### src/rtl/async_rx_pkg.sv
package async_rx_pkg;

   typedef enum logic [1:0] {
      RX_WAIT_HIGH = 2'd0,
      RX_ARMED     = 2'd1,
      RX_RUN       = 2'd2
   } rx_state_e;

   function automatic int unsigned rx_stop_count(input int unsigned ovs,
                                                 input int unsigned bits);
      return (ovs / 2) + ovs * (bits + 1);
   endfunction

endpackage

### src/rtl/rx_line_sync.sv
module rx_line_sync #(
   parameter int unsigned STAGES    = 2,
   parameter bit          IDLE_LVL  = 1'b1
) (
   input  logic clk,
   input  logic rst_n,
   input  logic din,
   output logic dout
);

   if (STAGES < 2) begin : g_bad_stages
      $error("rx_line_sync: STAGES must be at least 2");
   end

   logic chain [STAGES];

   for (genvar i = 0; i < STAGES; i++) begin : g_stage
      if (i == 0) begin : g_head
         always_ff @(posedge clk or negedge rst_n) begin
            if (!rst_n) chain[0] <= IDLE_LVL;
            else        chain[0] <= din;
         end
      end else begin : g_tail
         always_ff @(posedge clk or negedge rst_n) begin
            if (!rst_n) chain[i] <= IDLE_LVL;
            else        chain[i] <= chain[i-1];
         end
      end
   end

   assign dout = chain[STAGES-1];

endmodule

### src/rtl/rx_cell_timer.sv
module rx_cell_timer
   import async_rx_pkg::*;
#(
   parameter int unsigned OVS    = 16,
   parameter int unsigned DATA_W = 16
) (
   input  logic clk,
   input  logic rst_n,
   input  logic run,
   output logic at_start,
   output logic at_data,
   output logic at_stop
);

   localparam int unsigned HALF   = OVS / 2;
   localparam int unsigned LOG_OV = $clog2(OVS);
   localparam int unsigned FIRST  = OVS + HALF;
   localparam int unsigned STOP   = rx_stop_count(OVS, DATA_W);
   localparam int unsigned CW     = $clog2(STOP + 1);

   if (OVS < 4 || (1 << LOG_OV) != OVS) begin : g_bad_ovs
      $error("rx_cell_timer: OVS must be a power of two, at least 4");
   end

   logic [CW-1:0] cnt;

   always_ff @(posedge clk or negedge rst_n) begin
      if (!rst_n)               cnt <= '0;
      else if (!run)            cnt <= '0;
      else if (cnt != CW'(STOP)) cnt <= cnt + 1'b1;
   end

   assign at_start = run && (cnt == CW'(HALF));
   assign at_stop  = run && (cnt == CW'(STOP));
   assign at_data  = run && (cnt >= CW'(FIRST)) && (cnt < CW'(STOP)) &&
                     (cnt[LOG_OV-1:0] == LOG_OV'(HALF));


   cnt_bound_chk: assert property (@(posedge clk) disable iff (!rst_n)
      cnt <= CW'(STOP));


   stop_ends_run_chk: assert property (@(posedge clk) disable iff (!rst_n)
      at_stop |=> !run);

endmodule

### src/rtl/rx_word_shift.sv
module rx_word_shift #(
   parameter int unsigned DATA_W = 16
) (
   input  logic              clk,
   input  logic              rst_n,
   input  logic              shift_en,
   input  logic              bit_in,
   input  logic              commit,
   output logic [DATA_W-1:0] word
);

   if (DATA_W < 2) begin : g_bad_width
      $error("rx_word_shift: DATA_W must be at least 2");
   end

   logic [DATA_W-1:0] shreg;

   always_ff @(posedge clk or negedge rst_n) begin
      if (!rst_n)        shreg <= '0;
      else if (shift_en) shreg <= {shreg[DATA_W-2:0], bit_in};
   end

   always_ff @(posedge clk or negedge rst_n) begin
      if (!rst_n)      word <= '0;
      else if (commit) word <= shreg;
   end


   hold_only_on_commit_chk: assert property (@(posedge clk) disable iff (!rst_n)
      !commit |=> $stable(word));


   no_shift_at_commit_chk: assert property (@(posedge clk) disable iff (!rst_n)
      !(commit && shift_en));

endmodule

### src/rtl/async_word_rx.sv
module async_word_rx
   import async_rx_pkg::*;
#(
   parameter int unsigned DATA_W      = 16,
   parameter int unsigned OVS         = 16,
   parameter int unsigned SYNC_STAGES = 2
) (
   input  logic              clk,
   input  logic              rst_n,
   input  logic              serial_in,
   input  logic              latch_hi,
   output logic [DATA_W-1:0] dac_word,
   output logic              word_valid,
   output logic              frame_err
);

   rx_state_e state;
   logic      line_s;
   logic      run;
   logic      at_start, at_data, at_stop;
   logic      shift_en, commit;

   rx_line_sync #(
      .STAGES   (SYNC_STAGES),
      .IDLE_LVL (1'b1)
   ) u_sync (
      .clk   (clk),
      .rst_n (rst_n),
      .din   (serial_in),
      .dout  (line_s)
   );

   assign run = (state == RX_RUN);

   rx_cell_timer #(
      .OVS    (OVS),
      .DATA_W (DATA_W)
   ) u_timer (
      .clk      (clk),
      .rst_n    (rst_n),
      .run      (run),
      .at_start (at_start),
      .at_data  (at_data),
      .at_stop  (at_stop)
   );

   assign shift_en = latch_hi && at_data;
   assign commit   = latch_hi && at_stop && line_s;

   rx_word_shift #(
      .DATA_W (DATA_W)
   ) u_shift (
      .clk      (clk),
      .rst_n    (rst_n),
      .shift_en (shift_en),
      .bit_in   (line_s),
      .commit   (commit),
      .word     (dac_word)
   );

   always_ff @(posedge clk or negedge rst_n) begin
      if (!rst_n) begin
         state      <= RX_WAIT_HIGH;
         word_valid <= 1'b0;
         frame_err  <= 1'b0;
      end else begin
         word_valid <= 1'b0;
         frame_err  <= 1'b0;
         if (!latch_hi) begin
            state <= RX_WAIT_HIGH;
         end else begin
            unique case (state)
               RX_WAIT_HIGH: if (line_s) state <= RX_ARMED;
               RX_ARMED:     if (!line_s) state <= RX_RUN;
               RX_RUN: begin
                  if (at_start && line_s) begin
                     state <= RX_ARMED;
                  end else if (at_stop) begin
                     state <= RX_WAIT_HIGH;
                     if (line_s) word_valid <= 1'b1;
                     else        frame_err  <= 1'b1;
                  end
               end
               default: state <= RX_WAIT_HIGH;
            endcase
         end
      end
   end


   valid_pulse_chk: assert property (@(posedge clk) disable iff (!rst_n)
      word_valid |=> !word_valid);


   word_moves_with_valid_chk: assert property (@(posedge clk) disable iff (!rst_n)
      !$stable(dac_word) |-> word_valid);


   err_pulse_chk: assert property (@(posedge clk) disable iff (!rst_n)
      frame_err |=> !frame_err);


   err_keeps_word_chk: assert property (@(posedge clk) disable iff (!rst_n)
      frame_err |-> ($stable(dac_word) && !word_valid));


   disabled_quiet_chk: assert property (@(posedge clk) disable iff (!rst_n)
      !latch_hi |=> (!word_valid && !frame_err));


   rearm_needs_high_chk: assert property (@(posedge clk) disable iff (!rst_n)
      (state == RX_WAIT_HIGH && !line_s) |=> state != RX_RUN);

endmodule

### config.mk
export PLATFORM = sky130hd
export DESIGN_NAME = async_word_rx
export DESIGN_NICKNAME = d
export VERILOG_FILES = /design/src/rtl/async_rx_pkg.sv /design/src/rtl/rx_line_sync.sv /design/src/rtl/rx_cell_timer.sv /design/src/rtl/rx_word_shift.sv /design/src/rtl/async_word_rx.sv
export SDC_FILE = /design/constraint.sdc
export NUM_CORES = 1
export LEC_CHECK = 0
export BUFFER_PORTS_ARGS = -buffer_cell sky130_fd_sc_hd__clkbuf_2
export CORE_AREA = 2 2 55 70
export CTS_CLUSTER_SIZE = 10
export DETAILED_ROUTE_END_ITERATION = 8
export DIE_AREA = 0 0 57 72
export GPL_TIMING_DRIVEN = 0
export PLACE_DENSITY = 0.75
export REMOVE_ABC_BUFFERS = 1
export SLEW_MARGIN = 20
export SYNTH_ARGS = -nofsm -noshare
export SYNTH_HDL_FRONTEND = slang
export SYNTH_SLANG_ARGS = --single-unit
### constraint.sdc
create_clock -name clk -period 3.2 [get_ports clk]
set_input_delay 0 -clock clk [delete_from_list [all_inputs] [get_ports clk]]
set_output_delay 0 -clock clk [all_outputs]
set_load 0.005 [all_outputs]
==> out/qor.yml, run 1 <==
power.total_mw: 0.969
synth_seq_cells: 47
worstSetupPathType: "register to register"
rsz0062_at_grt: "no"
multi_input_area_um2: 754
dr.pass1.iters: 4
drt-total-wl_mm: 3.15
wl_per_cell_um: 15.5
synth_cell_types: 34
p_leak_nw: 1.10
worst_pin_slew_ps: 683
arrival_ps: 2490
chipHeight_um: 72
slew_headroom_pct: 54.4
fmax_mhz: 433
hold_class: "input pin to asynchronous set/reset pin"
seq_area_frac_synth_pct: 59.7
setup.worst_path.start_class: "register"
post-route-drc-count: 0
clk_pin_slew_ps: 90
seqPwrFrac_pct: 62.0
nets: 170
p_sw_mw: 0.212
synth_compound_area_share_pct: 3.93
cts_setup_buffers: 0
netlist_area_um2: 1970
finalCritPeriodShare_pct: 72.1
maxCapViolations: 0
grt-ovfl-total: 0
drv_slew: 0
irDropWorstVdd_v: 0.000389
initial_core_util_pct: 57.7
power_density_nw_per_um2: 437
swShare_pct: 21.9
vias_per_cell: 5.74
synthXorXnorAreaFrac_pct: 1.77
finish.utilization_pct: 64.7
clkSinkCount: 47
vias: 1170
grt_max_degree: 48
grt_pass1_wl_mm: 5.67
fin_worst_skew_ps: 9.13
die_w_um: 57
cts_max_level: 2
cts_root_buffer: "clkbuf_8"
drt_iter0_drc: 48
areaGrowthSynthToFinish_pct: 12.2
critPathMaxStageDelay_ps: 600
synth.avg_cell_area_um2: 14.4
seq_area_um2: 1180
p_int_mw: 0.757
finalSetupViolCount: 0
fin_setup_tns_ps: 0
row_count: 24
status: "complete, no violations"
cts_hold_buf: 3
antenna_cells: 0
cts_tree: "done"
critPathCaptureType: "register"
path_cells: "a2111oi_0 > xor2_1 > or3_1 > mux2_2"
synthAdderAreaFrac_pct: 1.27
crit_fanout: 16
fp.coreArea_um2: 3420
synthMuxAreaShare_pct: 20.7
antenna_found_initial: 0
syn_inst: 137
slowest_stage: "a2111oi_0"
die_area_um2: 4100
gp_congestion: 0.723
hpwl_mm: 2.21
ys_warn_count: 0
gr-usage-all-layers_pct: 17.9
pwr-share-clk_pct: 35.4
combPwrFrac_pct: 2.5
clk_path_buf_depth: 2
clk-insertion-delay-late_ps: 300
ios: 22
cp.required_ps: 3380
hold_viol: 0
cts_repair_resize_count: 0
nFillCells: 269
cts_buffers: 5
drive_above_1_share_pct: 40.6
postRouteAntennaNets: 0
yosys.area_share.simple_pct: 10.6
synth_top_family_by_area: "multiplexers"
grt_pass1_vias: 1232
io_buffers: 21
fin_crit_ps: 2310
[metal layers]
layer	routed length, µm	part of all wire, %	global-route usage [%]
met1	1310	42	20.5
met2	1690	54	32.1
met3	94	3.0	4.28
met4	61	1.9	6.98
met5	0	0	0
[synth_stat cells]
master	number	area, µm²
mux2i_1	1	10.0
or3_1	5	31.3
nand2b_1	2	12.5
nand3b_1	1	7.51
nor2b_1	1	6.26
buf_6	2	22.5
xnor2_1	1	8.76
a21oi_1	5	25.0
nand2_1	5	18.8
or3_4	1	11.3
mux2_2	22	248
clkbuf_1	1	3.75
inv_1	2	7.51
nor2_1	5	18.8
nand3_1	4	20.0
and2b_1	1	7.51
o21a_1	1	7.51
a2111oi_0	1	8.76
mux2_4	10	150
dfrtp_1	45	1130
o21ai_0	4	20.0
a211oi_1	1	7.51
buf_4	1	7.51
xor2_1	3	26.3
nand4_4	1	21.3
ha_1	2	25.0
dfstp_2	2	52.6
nor4_1	1	6.26
o32ai_1	1	8.76
nor3_4	1	16.3
nand4_1	1	6.26
nor3b_1	1	7.51
or3b_2	1	8.76
and4_1	1	8.76
[kinds of logic after synthesis]
| group | after synthesis |
|---|---|
| xor gates and xnor gates | 4 |
| DFF | 47 |
| and+or+nand+nor | 32 |
| AOI/OAI and AO/OA | 13 |
| muxes | 33 |
| buffers and inverters | 6 |
| adders and majority gates | 2 |
[flip-flops by register name, indices dropped and copies added, names as in the netlist]
signal / flops
word_valid: 1
u_timer.cnt: 9
state: 2
u_sync.chain: 1
u_shift.word: 16
frame_err: 1
u_sync.dout: 1
u_shift.shreg: 16
[per-stage QoR]
step	cell area [µm²]	setup slack (ps)	cells	hold slack, ps
final	2220	892	204	233
after global routing	2220	659	204	297
after CTS	2210	863	204	327
after detailed placement	2090	880	193	90.0
after global placement	2090	932	193	87.7
after floorplan	1940	1210	133	-296
[power groups by stage]
stage	Clock, mW	Combinational [mW]	Sequential, mW
finish	0.343	0.0246	0.601
global route	0.375	0.0288	0.601
global placement	0	0.0209	0.612
floorplan	0	0.00674	0.612
CTS	0.356	0.0254	0.601
detailed placement	0	0.0225	0.613
[placed cells by master, fill, tap and decap left out, types with 2 or more instances in the layout]
| cell type | synthesis | layout |
|---|---|---|
| dfrtp_1 | 45 | 45 |
| xor2_1 | 3 | 3 |
| nand2b_1 | 2 | 2 |
| nor2_1 | 5 | 5 |
| mux2_2 | 22 | 22 |
| mux2_4 | 10 | 10 |
| inv_1 | 2 | 2 |
| dlygate4sd3_1 | 0 | 3 |
| clkinvlp_4 | 0 | 2 |
| or3_1 | 5 | 5 |
| a21oi_1 | 5 | 5 |
| dfstp_2 | 2 | 2 |
| ha_1 | 2 | 2 |
| clkbuf_8 | 0 | 5 |
| nand3_1 | 4 | 4 |
| nand2_1 | 5 | 5 |
| o21ai_0 | 4 | 4 |
| clkbuf_2 | 0 | 20 |
[final timing paths]
kind                                 startpoint                 to  slack [ps]  cells past startpoint
worst max register to register   u_timer.cnt[4]  u_shift.shreg[10]         890                      4
max in group asynchronous                 rst_n    u_sync.chain[1]        2570                      2
min in group clk                      serial_in    u_sync.chain[1]         330                      2
worst min-delay path                      rst_n  u_shift.shreg[14]         230                      2
worst min register to register  u_sync.chain[1]        u_sync.dout         370                      0
worst max-delay path             u_timer.cnt[4]  u_shift.shreg[10]         890                      4
[worst max-delay path: cells and delay by family, from the launching register on]
family,cells,cell delay (ps)
AND/OR/NAND/NOR,1,560
AO/OA/AOI/OAI,1,600
XOR/XNOR,1,170
flip-flops,1,460
multiplexers,1,410
[cell type report]
class | count | area share, %
sequential | 47 | 53.2
multi-input combinational | 84 | 34.0
timing repair buffer | 24 | 6.21
clock buffer | 5 | 3.11
tap | 39 | 2.20
clock inverter | 3 | 0.903
inverter | 2 | 0.339
(Power assumes the default switching activity.)
==> inputs of run 2 (changes only) <==
--- a/config.mk
+++ b/config.mk
@@ -5,13 +5,14 @@
 export SDC_FILE = /design/constraint.sdc
 export NUM_CORES = 1
 export LEC_CHECK = 0
+export ABC_AREA = 1
 export BUFFER_PORTS_ARGS = -buffer_cell sky130_fd_sc_hd__clkbuf_2
-export CORE_AREA = 2 2 55 70
+export CORE_AREA = 2 2 58 73
 export CTS_CLUSTER_SIZE = 10
 export DETAILED_ROUTE_END_ITERATION = 8
-export DIE_AREA = 0 0 57 72
+export DIE_AREA = 0 0 60 75
 export GPL_TIMING_DRIVEN = 0
-export PLACE_DENSITY = 0.75
+export PLACE_DENSITY = 0.72
 export REMOVE_ABC_BUFFERS = 1
 export SLEW_MARGIN = 20
 export SYNTH_ARGS = -nofsm -noshare
==> constraint.sdc (replaced) <==
create_clock -name clk -period 2.25 [get_ports clk]
set_input_delay 0 -clock clk [delete_from_list [all_inputs] [get_ports clk]]
set_output_delay 0 -clock clk [all_outputs]
set_load 0.005 [all_outputs]
==> out/qor.yml, run 2 <==
fin_setup_tns_ps: 0  # unchanged
fin_worst_skew_ps: 6.03  # was 9.13 ps
clk-insertion-delay-late_ps: 300  # about the same
gp_congestion: 0.806  # was 0.723
netlist_top_cells_area: "dfrtp_1 (54%), nand2_1 (6.3%), o21ai_2 (6.3%)"  # was dfrtp_1 (57%), mux2_2 (13%), mux2_4 (7.6%)
clk_pin_slew_ps: 80  # was 90 ps
worst_pin_slew_ps: 626  # was 683 ps
seqPwrFrac_pct: 59.2  # was 62.0%
syn_inst: 212  # was 137
swShare_pct: 23.1  # was 21.9%
final_cell_mix: "dfrtp_1 (45), nand2_1 (35), inv_1 (30)"  # was dfrtp_1 (45), mux2_2 (22), clkbuf_2 (20)
die_w_um: 60  # was 57 µm
io_buffers: 21  # unchanged
grt-ovfl-total: 0  # unchanged
path_depth: 9  # was 4
initial_core_util_pct: 55.2  # was 57.7%
clk_path_buf_depth: 2  # unchanged
reg_top3: "u_shift.shreg x16, u_shift.word x16, u_timer.cnt x9"  # unchanged
finalCritPeriodShare_pct: 81.3  # was 72.1%
cts_repair_resize_count: 0  # unchanged
power.total_mw: 1.47  # was 0.969 mW
drt_iter0_drc: 70  # was 48
hold_class: "input pin to register"  # was input pin to asynchronous set/reset pin
netlist_area_um2: 2090  # was 1970 µm²
critPathMaxStageDelay_ps: 420  # was 600 ps
cts_max_level: 2  # unchanged
synth_seq_cells: 47  # unchanged
seq_area_frac_synth_pct: 56.4  # was 59.7%
arrival_ps: 2010  # was 2490 ps
antenna_cells: 0  # unchanged
row_count: 25  # was 24
reg2regPathDepth: 9  # was 4
combPwrFrac_pct: 4.7  # was 2.5%
status: "complete, no violations"  # unchanged
synth_top_area_cell: "dfrtp_1"  # unchanged
synthFlopType: "dfrtp_1"  # unchanged
ys_warn_count: 0  # unchanged
drv_slew: 0  # unchanged
setup.worst_path.start_class: "register"  # unchanged
r2r-start: "u_timer.cnt[0]"  # was u_timer.cnt[4]
cts_buffers: 5  # unchanged
critPathCapture: "u_shift.word[8]"  # was u_shift.shreg[10]
wl_per_cell_um: 11.4  # was 15.5 µm
crit_fanout: 32  # was 16
drive_above_1_share_pct: 29.2  # was 40.6%
synth.avg_cell_area_um2: 9.86  # was 14.4 µm²
synthArstFlopShare_pct: 100  # unchanged
ios: 22  # unchanged
worstSetupPathType: "register to register"  # unchanged
vias: 1426  # was 1170
yosys-top-cells-count: "dfrtp_1 (45), nand2_1 (35), inv_1 (30)"  # was dfrtp_1 (45), mux2_2 (22), mux2_4 (10)
clkSinkCount: 47  # unchanged
final_common_cell: "dfrtp_1"  # unchanged
dr.pass1.iters: 4  # unchanged
path_cells: "inv_1 > ha_1 > nand3_1 > nor2_1 > nand2_2 > nor2_4 > nand2_4 > nand2_1 > o21ai_2"  # was a2111oi_0 > xor2_1 > or3_1 > mux2_2
postRouteAntennaNets: 0  # unchanged
netlist.area_leader.share_pct: 53.9  # was 57.0%
die_area_um2: 4500  # was 4100 µm²
p_leak_nw: 1.10  # about the same
critPathCaptureType: "register"  # unchanged
nets: 241  # was 170
p_sw_mw: 0.340  # was 0.212 mW
antenna_found_initial: 0  # unchanged
rrSetupSlack_ps: 420  # was 890 ps
vias_per_cell: 4.92  # was 5.74
fp.coreArea_um2: 3780  # was 3420 µm²
p_int_mw: 1.13  # was 0.757 mW
maxCapViolations: 0  # unchanged
areaGrowthSynthToFinish_pct: 11.3  # was 12.2%
grt_max_degree: 48  # unchanged
pwr-share-clk_pct: 36.1  # was 35.4%
cp.buffers_inverters: 1  # was 0
cp.required_ps: 2430  # was 3380 ps
slew_headroom_pct: 58.2  # was 54.4%
cts_tree: "done"  # unchanged
fin_crit_ps: 1830  # was 2310 ps
hold_viol: 0  # unchanged
rsz0062_at_grt: "no"  # unchanged
crit_family: "simple AND/OR/NAND/NOR gates"  # was compound AO/OA/AOI/OAI gates
synth_edf_count: 0  # unchanged
chipHeight_um: 75  # was 72 µm
fmax_mhz: 547  # was 433 MHz
hold_start: "latch_hi"
post-route-drc-count: 0  # unchanged
finish.utilization_pct: 61.5  # was 64.7%
yosysMostFrequentCell: "dfrtp_1"  # unchanged
drt-total-wl_mm: 3.31  # was 3.15 mm
r2r-end: "u_shift.word[8]"  # was u_shift.shreg[10]
slowest_stage: "dfrtp_1"  # was a2111oi_0
irDropWorstVdd_v: 0.000398  # was 0.000389 V
grt_pass1_wl_mm: 6.07  # was 5.67 mm
power_density_nw_per_um2: 631  # was 437 nW/µm²
synth_cell_types: 29  # was 34
startpoint: "u_timer.cnt[0]"  # was u_timer.cnt[4]
hpwl_mm: 2.18  # was 2.21 mm
grt_pass1_vias: 1404  # was 1232
cts_root_buffer: "clkbuf_8"  # unchanged
gr-usage-all-layers_pct: 18.8  # was 17.9%
finalSetupViolCount: 0  # unchanged
run 2: changes by cell type after synthesis, moves of 6 or more:
cell,delta
inv_1,+28
mux2_2,-22
mux2_4,-10
nand2_1,+30
nand2_2,+15
o21ai_0,+9
o21ai_1,+6
o21ai_2,+15
run 2: timing repair:
item / CTS / global route
buffers inserted: 0 / 0
endpoints found under the hold margin: 46 / 0
endpoints found under the setup margin: 0 / 0
hold buffers: 2 / 0
run 2: cell type report:
class	instances	area (µm²)
timing repair buffer	23	128
tap	54	67.6
clock buffer	7	86.3
sequential	47	1180
inverter	33	126
clock inverter	1	8.76
multi-input combinational	125	732
fill	332	1460
run 2: worst min-delay path by stage:
stage / to / depth (start not counted)
floorplan: frame_err / 0
global placement: u_sync.chain[1] / 1
detailed placement: u_timer.cnt[7] / 1
CTS: state[0] / 4
global route: state[0] / 4
finish: state[0] / 4
run 2: through the flow:
stage	hold WS [ps]	std cells	worst slack (ps)	cell area, µm²
final	63.0	290	421	2330
after global routing	106	290	145	2330
after CTS	48.1	290	397	2330
after detailed placement	86.8	280	417	2210
after global placement	88.6	280	452	2210
after floorplan	-296	205	622	2040
run 2: worst min-delay path: cells and delay by family:
kind	cells	cell delay, ps
buffers and inverters	2	150
AOI/OAI and AO/OA	1	90
and+or+nand+nor	1	90
run 2: power groups by stage:
stage / Sequential, mW / Combinational, mW / Clock, mW
after detailed placement: 0.886 / 0.0691 / 0
after CTS: 0.869 / 0.0720 / 0.550
final: 0.869 / 0.0697 / 0.530
after global placement: 0.885 / 0.0671 / 0
after global routing: 0.871 / 0.0814 / 0.587
after floorplan: 0.884 / 0.0412 / 0
run 2: logic make-up after synthesis:
logic type	share of synthesized area, %
AOI/OAI and AO/OA	12.9
xor gates and xnor gates	0.838
adders and majority gates	1.20
buffers and inverters	8.62
DFF	56.4
and+or+nand+nor	20.0
run 2: metal layers:
metal / vias up / track usage, % / wire, µm
li1: 709 / - / -
met1: 678 / 23.2 / 1480
met2: 28 / 28.0 / 1570
met3: 11 / 6.19 / 123
met4: 0 / 12.1 / 130
met5: - / 0 / 0
